[config.mk]
export PLATFORM = sky130hd
export DESIGN_NAME = i2c_eng_regs
export DESIGN_NICKNAME = d
export VERILOG_FILES = /design/src/rtl/i2cr_pkg.sv /design/src/rtl/i2cr_decode.sv /design/src/rtl/i2cr_sticky.sv /design/src/rtl/i2cr_pin_ctl.sv /design/src/rtl/i2c_eng_regs.sv
export SDC_FILE = /design/constraint.sdc
export NUM_CORES = 1
export LEC_CHECK = 0
export BUFFER_PORTS_ARGS = -buffer_cell sky130_fd_sc_hd__buf_2
export CORE_ASPECT_RATIO = 1.75
export CORE_UTILIZATION = 50
export CTS_CLUSTER_DIAMETER = 80
export DETAILED_ROUTE_END_ITERATION = 6
export MAX_ROUTING_LAYER = met4
export PLACE_DENSITY = 0.92
export SETUP_SLACK_MARGIN = 0.02
export SYNTH_ARGS = -nofsm -noshare
export SYNTH_HDL_FRONTEND = slang
export SYNTH_SLANG_ARGS = --single-unit
[constraint.sdc]
create_clock -name clk -period 1.9 [get_ports clk]
set_input_delay 0.285 -clock clk [delete_from_list [all_inputs] [get_ports clk]]
set_output_delay 0.285 -clock clk [all_outputs]
set_load 0.02 [all_outputs]
[src/rtl/i2cr_pkg.sv]
package i2cr_pkg;
   // word indexes (byte offset / 4)
   localparam int W_FIFO     = 0;
   localparam int W_CMD      = 1;
   localparam int W_MODE     = 2;
   localparam int W_WMARK    = 3;
   localparam int W_IMASK    = 4;
   localparam int W_IOR      = 5;
   localparam int W_IAND     = 6;
   localparam int W_STAT     = 7;
   localparam int W_ESTAT    = 8;
   localparam int W_SCL_REL  = 9;
   localparam int W_PBUSY    = 10;
   localparam int W_SCL_PULL = 11;
   localparam int W_SDA_REL  = 12;
   localparam int W_SDA_PULL = 13;
   localparam int W_LAST     = 13;

   localparam int NFLAG = 9;
   localparam logic [31:0] MODE_WMASK  = 32'hFFFF_FC0F;
   localparam logic [31:0] WMARK_WMASK = 32'h0000_F0F0;
   localparam logic [31:0] IMASK_WMASK = 32'h0000_FFE0;
   localparam int MODE_DIAG_BIT = 2;

   typedef logic [NFLAG-1:0] flag_t;
endpackage

[src/rtl/i2cr_decode.sv]
module i2cr_decode #(
   parameter int ADDR_W = 6,
   localparam int NW = 2 ** (ADDR_W - 2)
) (
   input  logic              wr,
   input  logic [ADDR_W-1:0] addr,
   output logic [NW-1:0]     wr_hit
);
   logic unused_lo;
   assign unused_lo = ^addr[1:0];

   for (genvar g = 0; g < NW; g++) begin : g_hit
      assign wr_hit[g] = wr && (addr[ADDR_W-1:2] == (ADDR_W-2)'(g));
   end
endmodule

[src/rtl/i2cr_sticky.sv]
module i2cr_sticky #(
   parameter int W = 9
) (
   input  logic         clk,
   input  logic         rst_n,
   input  logic [W-1:0] set,
   input  logic         clr,
   output logic [W-1:0] q
);
   if (W < 1) begin : g_bad_w
      $error("i2cr_sticky: W must be at least 1");
   end

   for (genvar b = 0; b < W; b++) begin : g_bit
      always_ff @(posedge clk or negedge rst_n) begin
         if (!rst_n)      q[b] <= 1'b0;
         else if (set[b]) q[b] <= 1'b1;
         else if (clr)    q[b] <= 1'b0;
      end
   end


   set_wins_chk: assert property (@(posedge clk) disable iff (!rst_n)
      (set != '0) |=> ((q & $past(set)) == $past(set)));

   clr_empties_chk: assert property (@(posedge clk) disable iff (!rst_n)
      (clr && set == '0) |=> (q == '0));
endmodule

[src/rtl/i2cr_pin_ctl.sv]
module i2cr_pin_ctl #(
   parameter int NPIN = 2
) (
   input  logic            clk,
   input  logic            rst_n,
   input  logic            diag,
   input  logic            flush,
   input  logic [NPIN-1:0] rel,
   input  logic [NPIN-1:0] pull,
   input  logic [NPIN-1:0] eng_low,
   output logic [NPIN-1:0] pin_low
);
   logic [NPIN-1:0] latch_q;

   for (genvar p = 0; p < NPIN; p++) begin : g_pin
      always_ff @(posedge clk or negedge rst_n) begin
         if (!rst_n)                latch_q[p] <= 1'b0;
         else if (flush)            latch_q[p] <= 1'b0;
         else if (diag && pull[p])  latch_q[p] <= 1'b1;
         else if (diag && rel[p])   latch_q[p] <= 1'b0;
      end
      assign pin_low[p] = diag ? latch_q[p] : eng_low[p];


      pull_takes_chk: assert property (@(posedge clk) disable iff (!rst_n)
         (diag && pull[p] && !flush) |=> latch_q[p]);

      strobe_ignored_chk: assert property (@(posedge clk) disable iff (!rst_n)
         (!diag && !flush) |=> $stable(latch_q[p]));
   end
endmodule

[src/rtl/i2c_eng_regs.sv]
module i2c_eng_regs
   import i2cr_pkg::*;
#(
   parameter int          ADDR_W     = 6,
   parameter int          MAX_PORT   = 3,
   parameter int          FIFO_DEPTH = 8,
   parameter int          VERSION    = 4,
   parameter logic [31:0] MODE_RST   = 32'h0006_0008,
   parameter logic [31:0] WMARK_RST  = 32'h0000_4040
) (
   input  logic              clk,
   input  logic              rst_n,
   input  logic              bus_wr,
   input  logic              bus_rd,
   input  logic [ADDR_W-1:0] bus_addr,
   input  logic [31:0]       bus_wdata,
   output logic [31:0]       bus_rdata,
   output logic              fifo_push,
   output logic              fifo_pop,
   output logic              cmd_push,
   input  logic [7:0]        fifo_rdata,
   output logic [31:0]       mode_q,
   output logic [31:0]       watermark_q,
   output logic [31:0]       int_mask_q,
   output logic              eng_reset,
   output logic              err_clear,
   input  logic [8:0]        evt_flags,
   input  logic              port_busy_set,
   input  logic              eng_busy,
   input  logic [7:0]        fifo_count,
   input  logic              hi_water,
   input  logic              lo_water,
   input  logic              scl_in,
   input  logic              sda_in,
   input  logic              eng_scl_low,
   input  logic              eng_sda_low,
   output logic              scl_low,
   output logic              sda_low
);
   localparam int NW    = 2 ** (ADDR_W - 2);
   localparam int IDX_W = ADDR_W - 2;
   localparam logic [6:0] MAXP_F = 7'(MAX_PORT);
   localparam logic [7:0] DEPTH_F = 8'(FIFO_DEPTH);
   localparam logic [4:0] VER_F = 5'(VERSION);

   if (ADDR_W < 6) begin : g_bad_addr
      $error("i2c_eng_regs: ADDR_W must reach offset 0x34");
   end
   if (MAX_PORT < 0 || MAX_PORT > 127) begin : g_bad_port
      $error("i2c_eng_regs: MAX_PORT must fit 7 bits");
   end
   if (FIFO_DEPTH < 1 || FIFO_DEPTH > 255) begin : g_bad_depth
      $error("i2c_eng_regs: FIFO_DEPTH must fit 8 bits");
   end
   if (VERSION < 0 || VERSION > 31) begin : g_bad_ver
      $error("i2c_eng_regs: VERSION must fit 5 bits");
   end
   if (MODE_RST[15:10] != 6'd0) begin : g_bad_mode
      $error("i2c_eng_regs: reset port select must be 0");
   end

   logic [NW-1:0] wr_hit;
   logic unused_hit;
   assign unused_hit = ^wr_hit[NW-1:W_LAST+1];

   i2cr_decode #(.ADDR_W(ADDR_W)) u_dec (
      .wr(bus_wr), .addr(bus_addr), .wr_hit(wr_hit)
   );

   logic [IDX_W-1:0] rd_idx;
   assign rd_idx = bus_addr[ADDR_W-1:2];

   assign fifo_push = wr_hit[W_FIFO];
   assign cmd_push  = wr_hit[W_CMD];
   assign fifo_pop  = bus_rd && (rd_idx == IDX_W'(W_FIFO));

   logic eng_rst_w, err_clr_w;
   assign eng_rst_w = wr_hit[W_STAT];
   assign err_clr_w = wr_hit[W_ESTAT];

   // sticky flags and port busy
   flag_t flags_q;
   logic  pbusy_q;

   i2cr_sticky #(.W(NFLAG)) u_flags (
      .clk(clk), .rst_n(rst_n), .set(evt_flags),
      .clr(eng_rst_w || err_clr_w), .q(flags_q)
   );
   i2cr_sticky #(.W(1)) u_pbusy (
      .clk(clk), .rst_n(rst_n), .set(port_busy_set),
      .clr(wr_hit[W_PBUSY] && bus_wdata[31]), .q(pbusy_q)
   );

   // configuration registers
   always_ff @(posedge clk or negedge rst_n) begin
      if (!rst_n) begin
         mode_q      <= MODE_RST & MODE_WMASK;
         watermark_q <= WMARK_RST & WMARK_WMASK;
         int_mask_q  <= '0;
      end else if (eng_rst_w) begin
         mode_q      <= MODE_RST & MODE_WMASK;
         watermark_q <= WMARK_RST & WMARK_WMASK;
         int_mask_q  <= '0;
      end else begin
         if (wr_hit[W_MODE])  mode_q      <= bus_wdata & MODE_WMASK;
         if (wr_hit[W_WMARK]) watermark_q <= bus_wdata & WMARK_WMASK;
         if (wr_hit[W_IMASK])     int_mask_q <= bus_wdata & IMASK_WMASK;
         else if (wr_hit[W_IOR])  int_mask_q <= int_mask_q | (bus_wdata & IMASK_WMASK);
         else if (wr_hit[W_IAND]) int_mask_q <= int_mask_q & bus_wdata;
      end
   end

   always_ff @(posedge clk or negedge rst_n) begin
      if (!rst_n) begin
         eng_reset <= 1'b0;
         err_clear <= 1'b0;
      end else begin
         eng_reset <= eng_rst_w;
         err_clear <= err_clr_w;
      end
   end

   // diagnostic pin control
   logic diag;
   assign diag = mode_q[MODE_DIAG_BIT];

   i2cr_pin_ctl #(.NPIN(2)) u_pins (
      .clk(clk), .rst_n(rst_n), .diag(diag), .flush(eng_rst_w),
      .rel({wr_hit[W_SDA_REL], wr_hit[W_SCL_REL]}),
      .pull({wr_hit[W_SDA_PULL], wr_hit[W_SCL_PULL]}),
      .eng_low({eng_sda_low, eng_scl_low}),
      .pin_low({sda_low, scl_low})
   );

   // composed read words
   logic [31:0] cond_w, pend_w, stat_w, estat_w;
   assign cond_w  = {16'b0, flags_q, eng_busy, ~eng_busy, 5'b0};
   assign pend_w  = cond_w & int_mask_q;
   assign stat_w  = {flags_q, MAXP_F, |pend_w, 3'b0, scl_in, sda_in,
                     pbusy_q, eng_busy, fifo_count};
   assign estat_w = {DEPTH_F, 14'b0, hi_water, lo_water, pbusy_q, eng_busy,
                     1'b0, VER_F};

   logic [31:0] rd_mux;
   always_comb begin
      rd_mux = '0;
      case (int'(rd_idx))
         W_FIFO:   rd_mux = {24'b0, fifo_rdata};
         W_MODE:   rd_mux = mode_q;
         W_WMARK:  rd_mux = watermark_q;
         W_IMASK:  rd_mux = int_mask_q;
         W_IOR:    rd_mux = cond_w;
         W_IAND:   rd_mux = pend_w;
         W_STAT:   rd_mux = stat_w;
         W_ESTAT:  rd_mux = estat_w;
         W_PBUSY:  rd_mux = {pbusy_q, 31'b0};
         default:  rd_mux = '0;
      endcase
   end

   always_ff @(posedge clk or negedge rst_n) begin
      if (!rst_n)      bus_rdata <= '0;
      else if (bus_rd) bus_rdata <= rd_mux;
   end


   eng_rst_defaults_chk: assert property (@(posedge clk) disable iff (!rst_n)
      eng_rst_w |=> (eng_reset && mode_q[15:10] == 6'd0 && int_mask_q == '0));

   err_clr_keeps_cfg_chk: assert property (@(posedge clk) disable iff (!rst_n)
      err_clr_w |=> (err_clear && !eng_reset && $stable(mode_q) && $stable(int_mask_q)));

   mask_or_chk: assert property (@(posedge clk) disable iff (!rst_n)
      wr_hit[W_IOR] |=> ((int_mask_q & $past(int_mask_q)) == $past(int_mask_q)));

   mask_and_chk: assert property (@(posedge clk) disable iff (!rst_n)
      wr_hit[W_IAND] |=> ((int_mask_q & ~$past(int_mask_q)) == '0));

   rd_mode_chk: assert property (@(posedge clk) disable iff (!rst_n)
      (bus_rd && !bus_wr && rd_idx == IDX_W'(W_MODE)) |=> (bus_rdata == $past(mode_q)));

   pbusy_hold_chk: assert property (@(posedge clk) disable iff (!rst_n)
      (pbusy_q && !(wr_hit[W_PBUSY] && bus_wdata[31])) |=> pbusy_q);
endmodule

==> impl_metrics.csv <==
group,metric,value,unit
timing,hold_violations,0,
timing,rsz0062_at_grt,"false",
cts,cts_tree,"yes",
die,die_w,81.83,µm
worst_setup_path,end_kind,"primary output",
job,max_cap_viol_count,0,
final_layout,layout.nets,801,
die,ios,210,
logic_synthesis,synth_top_area_share,0.4803,
logic_synthesis,synth.most_common_cell,"dfrtp_1",
die,initial_utilization,0.5181,
global_route,grt.total_usage,0.3413,
die,core-area,0.01076,mm²
final_layout,fillCellCount,909,
drt,drc_errors,0,
final_layout,area_delta_synth_final,23.45,%
logic_synthesis,ys_top_cells_by_count,"dfrtp_1, inv_1, o22ai_1",
die,num_rows,50,
run_status,status,"completed",
cts,ctsHoldBuffers,1,
logic_synthesis,synth_cells,545,
cts,htreeDepth,3,
timing,timing.final.crit_share,0.9270,
drt,routed_via_density,6.245,
drt,ant_nets,0,
cts,post_cts_resized,0,
drt,vias,5383,
cts,clk_latency,0.35,ns
logic_synthesis,yosys_warnings,0,
global_route,grt_start_max_net_pins,45,
logic_synthesis,yosysSeqAreaShare,0.5038,
placed_design,hpwl,13510,µm
logic_synthesis,ys_async_sr_fraction,1.000,
worst_setup_path,worst-path-max-fanout,8,
timing,fmax,0.5678,GHz
timing,fin_tns_setup,0,ns
cts,cts.sink_count,112,
logic_synthesis,yosys.area.top_type,"dfrtp_1",
final_layout,drive_above_1_share,0.3461,
global_route,grt_remaining_overflow,0,
worst_setup_path,path_class,"reg2out",
worst_setup_path,critical_path_required,1.62,ns
logic_synthesis,synth_top_flop_cell,"dfrtp_1",
worst_setup_path,critPathArrivalTime,1.48,ns
drt,wl_per_cell,21.29,µm
cts,cts-buffers-inserted,9,
placed_design,portBuffers,177,
logic_synthesis,avgSynthCellArea,10.23,µm²
timing,setup-violations-final,0,
timing,max_slew_margin,0.5350,
logic_synthesis,yosys_register_bits,112,
final_layout,seq_area,0.002809,mm²
cts,cts_buffer_depth,2,
drt,drt_iter0_markers,531,
pwr,ir_drop,594.3,µV
pwr,power_density,886.9,mW/mm²
die,die_y,141.7,µm
min_path,min_path_type,"in2reg",
final_layout,multiInputGateArea,0.002205,mm²
logic_synthesis,ys_top_cells_by_area,"dfrtp_1, a22o_1, o22ai_1",
logic_synthesis,netlist_area,0.005575,mm²
global_route,antenna_found_initial,1,
drt,drt-total-wl,18350,µm
final_layout,utilization,0.6397,
timing,min_period,1.761,ns
cts,cts_setup_buffers,0,
global_route,grt_first_pass_wirelength,28570,µm
cts,clk_pin_slew,0.07,ns
drt,dr.pass1.iters,6,
die,die_area,0.01159,mm²
timing,skew,0.006041,ns
logic_synthesis,yosys.cell_types.count,47,
worst_setup_path,startpoint_type,"register",
cts,cts-root-buf,"clkbuf_16",
pwr,p_leak,3.499,nW
global_route,grt_pass1_vias,5426,
timing,worstMarginPinSlew,0.6959,ns
logic_synthesis,synth_edf_count,0,
timing,finalMaxSlewViolations,0,
placed_design,gp_congestion,0.9754,
[worst paths after layout]
check                                            from                    endpoint  slack [ns]  depth (start not counted)
setup / recovery                mode_q[2]$_DFFE_PN0P_                     sda_low        0.14                          2
hold / removal                           evt_flags[7]    u_flags.q[7]$_DFFE_PN0P_        0.11                          2
setup reg to reg             u_flags.q[1]$_DFFE_PN0P_   bus_rdata[15]$_DFFE_PN0P_        0.25                          5
hold reg to reg            watermark_q[6]$_DFFE_PN1P_  watermark_q[6]$_DFFE_PN1P_        0.52                          2
max in group asynchronous                       rst_n      mode_q[18]$_DFFE_PN1P_        0.87                          3
min in group asynchronous                       rst_n   bus_rdata[16]$_DFFE_PN0P_        0.34                          2
[routing by layer]
layer / up-vias / GRT usage / share of wire
li1: 2298 / - / -
met5: - / - / 0
met1: 2586 / 0.3892 / 0.35
met4: 0 / 0.2290 / 0.065
met2: 402 / 0.5385 / 0.50
met3: 97 / 0.05595 / 0.081
[area by class of cell]
cell class              instances  area share
clock inverters                 7     0.01109
diodes                          1   0.0003636
flip-flops and latches        112      0.4081
multi-input cells             341      0.3203
inverters                      47     0.02563
repair buffers                215      0.1782
well taps                     130     0.02363
clock buffers                   9     0.03272
[critical path, stage by stage, from the launching register on]
cell and delay [ns]:
dfrtp_1 0.59, mux2_2 0.38, buf_2 0.16
[power breakdown]
group | switching [W] | total [W] | internal (W) | leakage, nW
combinational | 0.000836 | 0.00132 | 0.000486 | 1.93
clock | 0.000906 | 0.00194 | 0.00104 | 0.148
sequential | 0.000228 | 0.00284 | 0.00261 | 1.42
[sequential cells by signal, indices dropped and copies added, names as in the netlist]
signal          cells
eng_reset           1
u_pbusy.q           1
watermark_q         8
u_flags.q           9
u_pins.latch_q      2
mode_q             26
bus_rdata          32
err_clear           1
int_mask_q         32
[cell families after synthesis]
| kind of cell | share of synthesized area |
|---|---|
| AO/OA/AOI/OAI | 0.2769 |
| other | 0.0006726 |
| multiplexers | 0.01885 |
| buffers and inverters | 0.1210 |
| AND/OR/NAND/NOR | 0.07877 |
| flip-flops | 0.5038 |
[layout by cell type (no fill, tap or decap), types with 5 or more instances in the layout]
cell type,synthesis,layout
nor3_1,5,5
mux2i_1,6,6
o21ai_0,12,12
a22oi_1,18,18
clkbuf_16,0,9
conb_1,1,30
o22ai_1,45,45
a221oi_1,8,8
inv_1,45,45
buf_4,33,34
a222oi_1,8,8
a21boi_1,7,7
a32o_1,5,5
nor2_1,17,17
a21oi_1,27,27
buf_2,17,176
a221oi_2,6,6
and3_1,5,5
a21o_1,10,10
dfstp_2,5,5
a22o_1,34,34
dfrtp_1,107,107
nand2_1,44,44
nor2b_1,5,5
a21boi_0,14,14
[stage by stage]
stage / std cells / hold WS (ns) / setup WS, ns / total power (W) / instance area (µm²)
floorplan: 574 / -0.01059 / 0.4195 / 0.003650 / 5684
global placement: 844 / 0.1595 / 0.1347 / 0.004119 / 6569
detailed placement: 844 / 0.1655 / 0.07714 / 0.004177 / 6569
CTS: 861 / 0.1020 / 0.1550 / 0.006094 / 6880
global route: 862 / 0.1069 / 0.1067 / 0.006321 / 6883
finish: 862 / 0.1067 / 0.1388 / 0.006104 / 6883
No activity file was read; power rests on OpenSTA's default activity.
